**config.mk**
```make
export PLATFORM = sky130hd
export DESIGN_NAME = fmem_walker
export DESIGN_NICKNAME = d
export VERILOG_FILES = /design/src/rtl/fmw_pkg.sv /design/src/rtl/fmw_seq.sv /design/src/rtl/fmw_capture.sv /design/src/rtl/fmw_wport.sv /design/src/rtl/fmem_walker.sv
export SDC_FILE = /design/constraint.sdc
export NUM_CORES = 1
export LEC_CHECK = 0
export ABC_AREA = 1
export BUFFER_PORTS_ARGS = -buffer_cell sky130_fd_sc_hd__buf_2
export CAP_MARGIN = 10
export CORE_MARGIN = 4
export CORE_UTILIZATION = 58
export DETAILED_ROUTE_END_ITERATION = 10
export GPL_TIMING_DRIVEN = 0
export PLACE_DENSITY_LB_ADDON = 0.1
export SLEW_MARGIN = 20
export SYNTH_ARGS = -nofsm -noshare
export SYNTH_HDL_FRONTEND = slang
export SYNTH_SLANG_ARGS = --single-unit
```
**constraint.sdc**
```tcl
create_clock -name clk -period 7.7 [get_ports clk]
set_clock_uncertainty 0.1 [all_clocks]
set_input_delay 0.77 -clock clk [delete_from_list [all_inputs] [get_ports clk]]
set_output_delay 0.77 -clock clk [all_outputs]
set_load 0.05 [all_outputs]
```
**src/rtl/fmw_pkg.sv**
```systemverilog
package fmw_pkg;

    localparam int PIX_W  = 16;
    localparam int LANES  = 2;
    localparam int WORD_W = PIX_W * LANES;
    localparam int BE_W   = WORD_W / 8;

    typedef enum logic [3:0] {
        ST_IDLE,
        ST_ADV,
        ST_RDA1,
        ST_RDA2,
        ST_WRA1,
        ST_WRA2,
        ST_RDB1,
        ST_RDB2,
        ST_WRB1,
        ST_WRB2
    } walk_st_e;

    typedef struct packed {
        logic rd;     // read step
        logic wr;     // write step
        logic late;   // second cycle of a step
        logic upper;  // high half-word phase (serial)
    } step_t;

    function automatic step_t step_of(walk_st_e s);
        step_t t;
        t.rd    = (s == ST_RDA1) || (s == ST_RDA2) || (s == ST_RDB1) || (s == ST_RDB2);
        t.wr    = (s == ST_WRA1) || (s == ST_WRA2) || (s == ST_WRB1) || (s == ST_WRB2);
        t.late  = (s == ST_RDA2) || (s == ST_RDB2) || (s == ST_WRA2) || (s == ST_WRB2);
        t.upper = (s == ST_RDB1) || (s == ST_RDB2) || (s == ST_WRB1) || (s == ST_WRB2);
        return t;
    endfunction

    // Successor within a word; word-end decisions are taken by the sequencer.
    function automatic walk_st_e seq_next(walk_st_e s);
        case (s)
            ST_ADV:  return ST_RDA1;
            ST_RDA1: return ST_RDA2;
            ST_RDA2: return ST_WRA1;
            ST_WRA1: return ST_WRA2;
            ST_WRA2: return ST_RDB1;
            ST_RDB1: return ST_RDB2;
            ST_RDB2: return ST_WRB1;
            ST_WRB1: return ST_WRB2;
            default: return ST_IDLE;
        endcase
    endfunction

    function automatic logic [BE_W-1:0] half_be(logic upper);
        return upper ? {{(BE_W/2){1'b1}}, {(BE_W/2){1'b0}}}
                     : {{(BE_W/2){1'b0}}, {(BE_W/2){1'b1}}};
    endfunction

endpackage

```
**src/rtl/fmw_seq.sv**
```systemverilog
module fmw_seq
    import fmw_pkg::*;
#(
    parameter int DUAL   = 0,
    parameter int DIM_W  = 10,
    parameter int ADDR_W = 16
) (
    input  logic              clk,
    input  logic              rst,
    input  logic              start,
    input  logic [DIM_W-1:0]  frame_w,
    input  logic [DIM_W-1:0]  frame_h,
    output walk_st_e          state,
    output logic [ADDR_W-1:0] addr,
    output logic              busy,
    output logic              done,
    output logic              last_odd
);

    localparam int CNT_W = 2 * DIM_W;

    logic [CNT_W-1:0]  pix_cnt;
    logic [CNT_W-1:0]  word_tot;
    walk_st_e          st_q;
    logic [ADDR_W-1:0] addr_q;
    logic [CNT_W-1:0]  idx_q;
    logic [CNT_W-1:0]  last_q;
    logic              odd_q;
    logic              done_q;
    logic              is_last;
    logic              word_end;

    assign pix_cnt  = CNT_W'(frame_w) * CNT_W'(frame_h);
    assign word_tot = (pix_cnt >> 1) + CNT_W'(pix_cnt[0]);
    assign is_last  = (idx_q == last_q);

    always_comb begin
        word_end = 1'b0;
        if (st_q == ST_WRB2) begin
            word_end = 1'b1;
        end else if (st_q == ST_WRA2) begin
            word_end = (DUAL != 0) || (is_last && odd_q);
        end
    end

    always_ff @(posedge clk) begin
        if (rst) begin
            st_q   <= ST_IDLE;
            addr_q <= '0;
            idx_q  <= '0;
            last_q <= '0;
            odd_q  <= 1'b0;
            done_q <= 1'b0;
        end else if (st_q == ST_IDLE) begin
            if (start) begin
                addr_q <= '0;
                idx_q  <= '0;
                odd_q  <= pix_cnt[0];
                last_q <= word_tot - 1'b1;
                if (word_tot == '0) begin
                    done_q <= 1'b1;
                end else begin
                    done_q <= 1'b0;
                    st_q   <= ST_ADV;
                end
            end
        end else if (word_end) begin
            if (is_last) begin
                st_q   <= ST_IDLE;
                done_q <= 1'b1;
            end else begin
                st_q   <= ST_ADV;
                addr_q <= addr_q + 1'b1;
                idx_q  <= idx_q + 1'b1;
            end
        end else begin
            st_q <= seq_next(st_q);
        end
    end

    assign state    = st_q;
    assign addr     = addr_q;
    assign busy     = (st_q != ST_IDLE);
    assign done     = done_q;
    assign last_odd = is_last && odd_q;


    done_busy_excl_chk: assert property (@(posedge clk) disable iff (rst)
        !(busy && done));


    addr_step_chk: assert property (@(posedge clk) disable iff (rst)
        (busy && $past(busy)) |-> ((addr_q == $past(addr_q)) || (addr_q == $past(addr_q) + 1'b1)));


    done_rise_chk: assert property (@(posedge clk) disable iff (rst)
        $rose(done_q) |-> ($past(busy) || $past(start)));


    walk_from_zero_chk: assert property (@(posedge clk) disable iff (rst)
        $rose(busy) |-> (addr_q == '0));

endmodule

```
**src/rtl/fmw_capture.sv**
```systemverilog
module fmw_capture
    import fmw_pkg::*;
#(
    parameter int DUAL = 0
) (
    input  logic             clk,
    input  logic             rst,
    input  logic             cap_en,
    input  logic             cap_upper,
    input  logic [PIX_W-1:0] lane0_in,
    input  logic [PIX_W-1:0] lane1_in,
    output logic [PIX_W-1:0] res_lo,
    output logic [PIX_W-1:0] res_hi
);

    generate
        if (DUAL != 0) begin : g_dual
            logic unused_upper;
            assign unused_upper = cap_upper;
            always_ff @(posedge clk) begin
                if (rst) begin
                    res_lo <= '0;
                    res_hi <= '0;
                end else if (cap_en) begin
                    res_lo <= lane0_in;
                    res_hi <= lane1_in;
                end
            end
        end else begin : g_serial
            logic unused_lane1;
            assign unused_lane1 = ^lane1_in;
            always_ff @(posedge clk) begin
                if (rst) begin
                    res_lo <= '0;
                    res_hi <= '0;
                end else if (cap_en) begin
                    if (cap_upper) res_hi <= lane0_in;
                    else           res_lo <= lane0_in;
                end
            end
        end
    endgenerate

endmodule

```
**src/rtl/fmw_wport.sv**
```systemverilog
module fmw_wport
    import fmw_pkg::*;
#(
    parameter int DUAL = 0
) (
    input  logic              clk,
    input  logic              rst,
    input  logic              wr_step,
    input  logic              upper,
    input  logic              last_odd,
    input  logic [PIX_W-1:0]  res_lo,
    input  logic [PIX_W-1:0]  res_hi,
    output logic              mem_we,
    output logic [BE_W-1:0]   mem_be,
    output logic [WORD_W-1:0] mem_wdata
);

    assign mem_we    = wr_step;
    assign mem_wdata = {res_hi, res_lo};

    generate
        if (DUAL != 0) begin : g_dual
            logic unused_upper;
            assign unused_upper = upper;
            assign mem_be = last_odd ? half_be(1'b0) : {BE_W{1'b1}};
        end else begin : g_serial
            logic unused_last;
            assign unused_last = last_odd;
            assign mem_be = half_be(upper);


            serial_half_be_chk: assert property (@(posedge clk) disable iff (rst)
                mem_we |-> ($countones(mem_be) == BE_W / 2));
        end
    endgenerate


    we_pair_chk: assert property (@(posedge clk) disable iff (rst)
        $rose(mem_we) |=> mem_we);


    we_len_chk: assert property (@(posedge clk) disable iff (rst)
        (mem_we && $past(mem_we)) |=> !mem_we);


    wdata_hold_chk: assert property (@(posedge clk) disable iff (rst)
        (mem_we && $past(mem_we)) |-> ($stable(mem_wdata) && $stable(mem_be)));

endmodule

```
**src/rtl/fmem_walker.sv**
```systemverilog
module fmem_walker
    import fmw_pkg::*;
#(
    parameter int DUAL   = 0,
    parameter int DIM_W  = 10,
    parameter int ADDR_W = 16
) (
    input  logic              clk,
    input  logic              rst,
    input  logic              start,
    input  logic [DIM_W-1:0]  frame_w,
    input  logic [DIM_W-1:0]  frame_h,
    output logic [ADDR_W-1:0] mem_addr,
    input  logic [31:0]       mem_rdata,
    output logic              mem_we,
    output logic [3:0]        mem_be,
    output logic [31:0]       mem_wdata,
    output logic [15:0]       pix_out_lo,
    output logic [15:0]       pix_out_hi,
    input  logic [15:0]       pix_in_lo,
    input  logic [15:0]       pix_in_hi,
    output logic              busy,
    output logic              done
);

    walk_st_e         state;
    step_t            step;
    logic             last_odd;
    logic [PIX_W-1:0] res_lo;
    logic [PIX_W-1:0] res_hi;
    logic             cap_en;

    fmw_seq #(
        .DUAL   (DUAL),
        .DIM_W  (DIM_W),
        .ADDR_W (ADDR_W)
    ) u_seq (
        .clk      (clk),
        .rst      (rst),
        .start    (start),
        .frame_w  (frame_w),
        .frame_h  (frame_h),
        .state    (state),
        .addr     (mem_addr),
        .busy     (busy),
        .done     (done),
        .last_odd (last_odd)
    );

    assign step   = step_of(state);
    assign cap_en = step.rd && step.late;

    // Serial mode feeds the selected half on lane 0; lane 1 always carries the high half.
    assign pix_out_lo = step.upper ? mem_rdata[WORD_W-1:PIX_W] : mem_rdata[PIX_W-1:0];
    assign pix_out_hi = mem_rdata[WORD_W-1:PIX_W];

    fmw_capture #(
        .DUAL (DUAL)
    ) u_cap (
        .clk       (clk),
        .rst       (rst),
        .cap_en    (cap_en),
        .cap_upper (step.upper),
        .lane0_in  (pix_in_lo),
        .lane1_in  (pix_in_hi),
        .res_lo    (res_lo),
        .res_hi    (res_hi)
    );

    fmw_wport #(
        .DUAL (DUAL)
    ) u_wp (
        .clk       (clk),
        .rst       (rst),
        .wr_step   (step.wr),
        .upper     (step.upper),
        .last_odd  (last_odd),
        .res_lo    (res_lo),
        .res_hi    (res_hi),
        .mem_we    (mem_we),
        .mem_be    (mem_be),
        .mem_wdata (mem_wdata)
    );


    capture_before_write_chk: assert property (@(posedge clk) disable iff (rst)
        $rose(mem_we) |-> $past(cap_en));

endmodule

```
* Word level (Yosys, flattened, before mapping)
Memories as Yosys holds them, arrays and structs flattened. A register that Yosys moved wholly into a read port is not among the register bits.
Index checks and enable logic that the tools add are counted.
** Word-level totals
- Register bits :: 94
- Memories :: 1
- ROM bits :: 64
- Input bits :: 87
- Output and inout bits :: 87
** Memory list
- (no name shown) :: depth 16, bits a word 4, rd ports 1, clocked after Yosys merged registers in 1, wr ports 0, RTL line fmw_pkg.sv:39 : case (s)
** Operators by class
- Equality and inequality tests :: 12
- Muxes and demuxes :: 24
- $add $sub $neg :: 4
- Reductions and logical operators :: 25
- $mul :: 1
- Bitwise gates (word level) :: 1
** Operators by type and width (count)
- 2-to-1 mux 16 bit :: 5
- 2-to-1 mux 20 bit :: 4
- 2-to-1 mux 4 bit :: 7
- adder 19 x 1 -> 20 bit :: 1
- adder 20 x 1 -> 20 bit (second input constant) :: 1
- == test 20 bit :: 1
- logical NOT 20 bit :: 1
- multiplier 10 x 10 -> 20 bit :: 1
- subtractor 20 x 1 -> 20 bit (second input constant) :: 1
- adder 16 x 1 -> 16 bit (second input constant) :: 1
- == test 4 x 3 -> 1 bit (second input constant) :: 4
- logical OR 1 bit :: 12
- == test 4 x 2 -> 1 bit (second input constant) :: 2
- == test 4 bit (second input constant) :: 2
- 2-to-1 mux 1 bit :: 8
- AND reduction 2 bit :: 4
- != test 2 bit (second input constant) :: 3
- AND reduction 3 bit :: 2
- logical NOT 4 bit :: 1
- nonzero test 2 bit :: 2
- nonzero test 4 bit :: 1
- logical AND 1 bit :: 2
- inverter 1 bit :: 1

* Longest topological paths before layout
- Depth in word-level cells :: 8
- Mapped depth :: 36

* Modules after synthesis
A second synthesis with hierarchy kept.
** Unflattened totals
- Cell total of the unflattened synthesis :: 1502
- Area total of the unflattened synthesis :: 10149.7 um^2
** Modules (own cells, without submodules)
- fmw_seq :: area each 8122.8 um^2, times used 1, sequential area each 1321.3 um^2, cells an instance 1211
- fmw_capture :: area each 1308.8 um^2, times used 1, sequential area each 640.6 um^2, cells an instance 177
- fmem_walker :: area each 444.2 um^2, times used 1, sequential area each 0.0 um^2, cells an instance 77
- fmw_wport :: area each 274.0 um^2, times used 1, sequential area each 0.0 um^2, cells an instance 37

* Least setup slack after synthesis
No wires, ideal clock.
- Kind :: in2reg
- Start :: in frame_h[3]
- End :: reg (tool-made name)
- Required time :: 7.481 ns
- Path buffers :: 1
- Data arrival time :: 6.283 ns
- Setup time :: 0.119 ns
- Slack :: 1.198 ns
- Cell stages on the path :: 34
- Cell sequence :: clkbuf_1 > nand2_1 > fa_1 > inv_1 > fa_1 > inv_1 > fa_1 > inv_1 > fa_1 > inv_1 > fa_1 > inv_1 > ha_1 > nand2_2 > inv_2 > a21oi_1 > nand2_1 > nand2_1 > nand2_2 > nor2_1 > nand2_1 > nor2_1 > nand3_1 > nand2_1 > nand2_2 > nor2_4 > nand2_2 > nor2_4 > nand3_2 > nand2_1 > inv_1 > ha_1 > o21ai_0 > a21oi_1
** RTL lines
- start: declaration :: RTL line fmem_walker.sv:12 : input logic [DIM_W-1:0] frame_h,

==> summary by stage <==
STA
The final cycle utilization of the critical path is 0.901. The number of failing setup endpoints in the final timing report is 0. Derived from the worst setup path, the maximum achievable clock frequency is between 100 and 150 MHz.

The number of failing hold endpoints at the final stage came to 0. Setup repair after global routing left no endpoint under its margin. The number of max-slew violations in the final report is 0. The routed design could run at a clock period as short as about 6.9 ns. The final total negative setup slack is 0 ns. For the pin with the worst max-slew slack, the measured transition is a little over 0.9 ns.

The relative slew slack is 0.389.

Power and ir drop
The worst-case IR drop observed on VDD is around 230 µV. The share of total power dissipated in the clock network is 0.130. Of the total power, combinational logic draws 0.714. Of the total power, the share spent switching nets is 0.559.

The share of power burned in registers is 0.156. The analysis attributes to net switching a power of slightly above 2 mW. In this run the power density over the cells is ~330 mW/mm².

The leakage dissipation is approximately 6.1 nW. Cell internal power was estimated by the tool at roughly 1.6 mW.

GRT
The number of antenna violations at the first check in global routing is 0. The total global-route track usage is 0.259. The first-pass GRT wire length is between 40000 and 50000 µm. The number of global-route vias before repair was between 9000 and 10000. The total global routing overflow is 0. The maximum number of pins on one net before global-route repair is 20.

Layout
The final core utilization is 0.670. The filler cells instantiated in the layout total between 1500 and 2000. The number of inserted diodes is 0.

The area growth from synthesis to layout is 12.9%. Across the whole layout, storage elements account for around 0.002 mm². Summing all multi-input logic gate instances after layout gives about 0.0066 mm². After the last flow step, the layout net total stands at approximately 1900.

In the final layout, the share of cells above drive strength 1 is 0.145.

Critical path
The endpoint of the worst register-to-register path is u_seq.last_q[17]$_SDFFE_PP0P_. The reg2reg setup slack is between 4 and 5 ns. The number of buffer and inverter stages on the critical path is 7. The number of cells traversed by the worst register-to-register path is 9. At the worst endpoint, the required time is 7.84 ns. The slowest stage of the critical path belongs to the cell fa_1. For the worst setup path, the data arrival time is between 7 and 8 ns. The cell that appears most often on the critical path is nand2_1. The type of the setup path with the least slack is input pin to flop. The worst register-to-register path begins at u_seq.state[2]$_SDFFE_PP0N_. The largest single stage delay on the critical path is between 0.5 and 0.6 ns. Along the worst path, the maximum fanout reaches 10.

STA classifies the critical path startpoint as an input pin. The category of the worst setup path capture point is a flop. The cell family contributing the most delay on the critical path is adder cells.

Logic synthesis
The number of flops mapped to enable cells by yosys is 0. The leading register cell type out of synthesis is dfxtp_1. Synthesis inferred 98 register bits. The fraction of registers with async set/reset is 0.

The cell type with the highest aggregate area in the netlist is dfxtp_1. The mapped netlist covers roughly 0.0098 mm². The part of the Yosys area used for sequential elements is 0.199. The per-instance average area after synthesis is about 6.5 µm². The number of instances in the synthesized netlist is around 1500. Ranked by total cell area, the synthesized netlist is headed by dfxtp_1 (20%), nand2_1 (16%), fa_1 (13%). The count of distinct cell types in the synthesized netlist is 38. The cell with the most instances after synthesis is nand2_1. The number of nets handed over by synthesis was 1732.

The number of warning messages in the yosys log is 0. The share of synthesized area in the top cell type comes to 0.199. In the synthesized netlist, the cells that appear most often are nand2_1 (429), inv_1 (247), nor2_1 (141), dfxtp_1 (98), nand3_1 (89).

CTS
After clock tree synthesis, the flow added hold-fix buffers numbering 0. The count of buffers added by post-CTS timing repair for setup is 0. The total of cells resized after clock tree synthesis is 0.

The cell at the root of the clock tree is clkbuf_16. Clock latency on the worst-skew pair, taken at its later pin, is between 0.3 and 0.4 ns. The number of clock sinks seen by CTS is 98.

The H-tree was split into 3 levels. Clock-pin slew was measured on the worst setup and hold paths at 0.08 ns. TritonCTS built the clock tree. The maximum number of buffers from clock root to sink is 2. Clock tree synthesis inserted a total of 9 buffers.

Routing
The final route contains between 9000 and 10000 vias. Summed over all layers, the routed wires come to roughly 25000 µm. The remaining design rule violation count is 0. The per-cell via count in the routed design is 5.18. The number of DRC violations after detailed-routing iteration 0 is roughly 660. The wire length per cell after detailed routing is between 10 and 15 µm. Once detail routing completed, the nets flagged for antenna violations numbered 0. The first-pass iteration count of the detailed router is 5.

Place
During placement, the flow inserted port buffers numbering ~140. The routability congestion estimate is between 0.9 and 1. Summed over all nets, the half-perimeter wirelength after detailed placement is approximately 20000 µm.

Floorplanning
The die is 138 µm tall. The die covers about 0.019 mm². Pin placement for this block handled about 170 I/O pins.

The row count is 47. The initial utilization of the core area, before any placement, comes to 0.593. The floorplan step defined a core boundary enclosing approximately 0.017 mm².

Measured along the x axis, the die boundary spans 138 µm.

Min path
The startpoint identified for the worst hold timing path is u_seq.addr[15]$_SDFFE_PP0P_. The worst hold path passes through 2 cells. The hold path endpoint is u_seq.addr[15]$_SDFFE_PP0P_. The worst hold path belongs to the class flop to flop.

Job
The tool flagged a number of max-cap violations equal to 0.

Run status
The run finished with clean final reports.
[sequential cells by signal (all words and copies together) (netlist names), named ones only]
| name | cells |
|---|---|
| u_seq.done | 1 |
| u_cap.res_hi | 16 |
| u_cap.res_lo | 16 |
| u_seq.state | 4 |
| u_seq.last_q | 20 |
| u_seq.idx_q | 20 |
| u_seq.addr | 16 |
| u_seq.odd_q | 1 |
[power groups by stage]
stage	combinational, mW	clock (mW)	sequential [mW]
global route	3.00	0.506	0.577
finish	2.63	0.480	0.573
detailed placement	2.59	0	0.583
global placement	2.53	0	0.582
CTS	2.60	0.483	0.572
floorplan	2.06	0	0.582
[cells in the final DEF (no fill, tap or decap), drive strengths merged, types with 3 or more instances in the layout]
master / synthesis / final
nor2: 163 / 163
inv: 257 / 262
buf: 28 / 164
dfxtp: 98 / 98
o211ai: 4 / 4
xnor2: 20 / 20
a21oi: 52 / 52
clkbuf: 44 / 53
clkinv: 3 / 4
nand2: 451 / 451
nor3: 26 / 26
o221ai: 3 / 3
ha: 64 / 64
fa: 62 / 62
nand3: 98 / 98
nand4: 32 / 32
o21ai: 61 / 61
xor2: 25 / 25
o21a: 4 / 4
a31oi: 4 / 4
nor4: 6 / 6
or2: 4 / 4
[routing by layer]
metal | wire length, µm | track usage | up-vias
met3 | 1580 | 0.0428 | 40
met4 | 376 | 0.0551 | 0
met1 | 12000 | 0.369 | 4470
li1 | - | - | 4975
met2 | 11000 | 0.416 | 318
met5 | 0 | 0 | -
[through the flow]
step           worst slack [ns]  cells  power (mW)  area (µm²)  hold slack [ns]
4_1_cts                   0.841   1891        3.66       11100            0.402
3_5_place_dp              0.478   1875        3.17       10800            0.391
3_3_place_gp              0.577   1875        3.11       10800            0.381
5_1_grt                   0.334   1891        4.08       11100            0.437
2_1_floorplan              1.20   1519        2.65        9840            0.366
6_report                  0.765   1891        3.68       11100            0.400
[worst min-delay path, stage by stage (launching register included)]
cell and delay (ns):
dfxtp_1 0.33, nand2_1 0.07, a21oi_1 0.06
[final cells by class]
cell class,instances,share of cell area
buffer,72,0.0315
clock buffer,9,0.0203
clock inverter,7,0.00811
inverter,260,0.0878
multi-input combinational,1089,0.590
sequential,98,0.177
tap,220,0.0248
timing repair buffer,136,0.0613
[cells by family after synthesis]
family / synth area share
compound gates: 0.0718
buf+inv: 0.135
fa+ha+maj: 0.208
simple gates: 0.346
xor+xnor: 0.0401
flops: 0.199
[how the worst max path moves through the flow]
| stage | slack, ns | from | to | cells after the start |
|---|---|---|---|---|
| 6_report | 0.77 | frame_h[3] | flop | 31 |
| 5_1_grt | 0.33 | frame_w[0] | flop | 31 |
| 4_1_cts | 0.84 | frame_w[5] | flop | 32 |
| 3_5_place_dp | 0.48 | frame_w[5] | flop | 32 |
| 3_3_place_gp | 0.58 | frame_w[5] | flop | 32 |
| 2_1_floorplan | 1.20 | frame_h[3] | flop | 34 |
No activity file was read; power rests on OpenSTA's default activity.
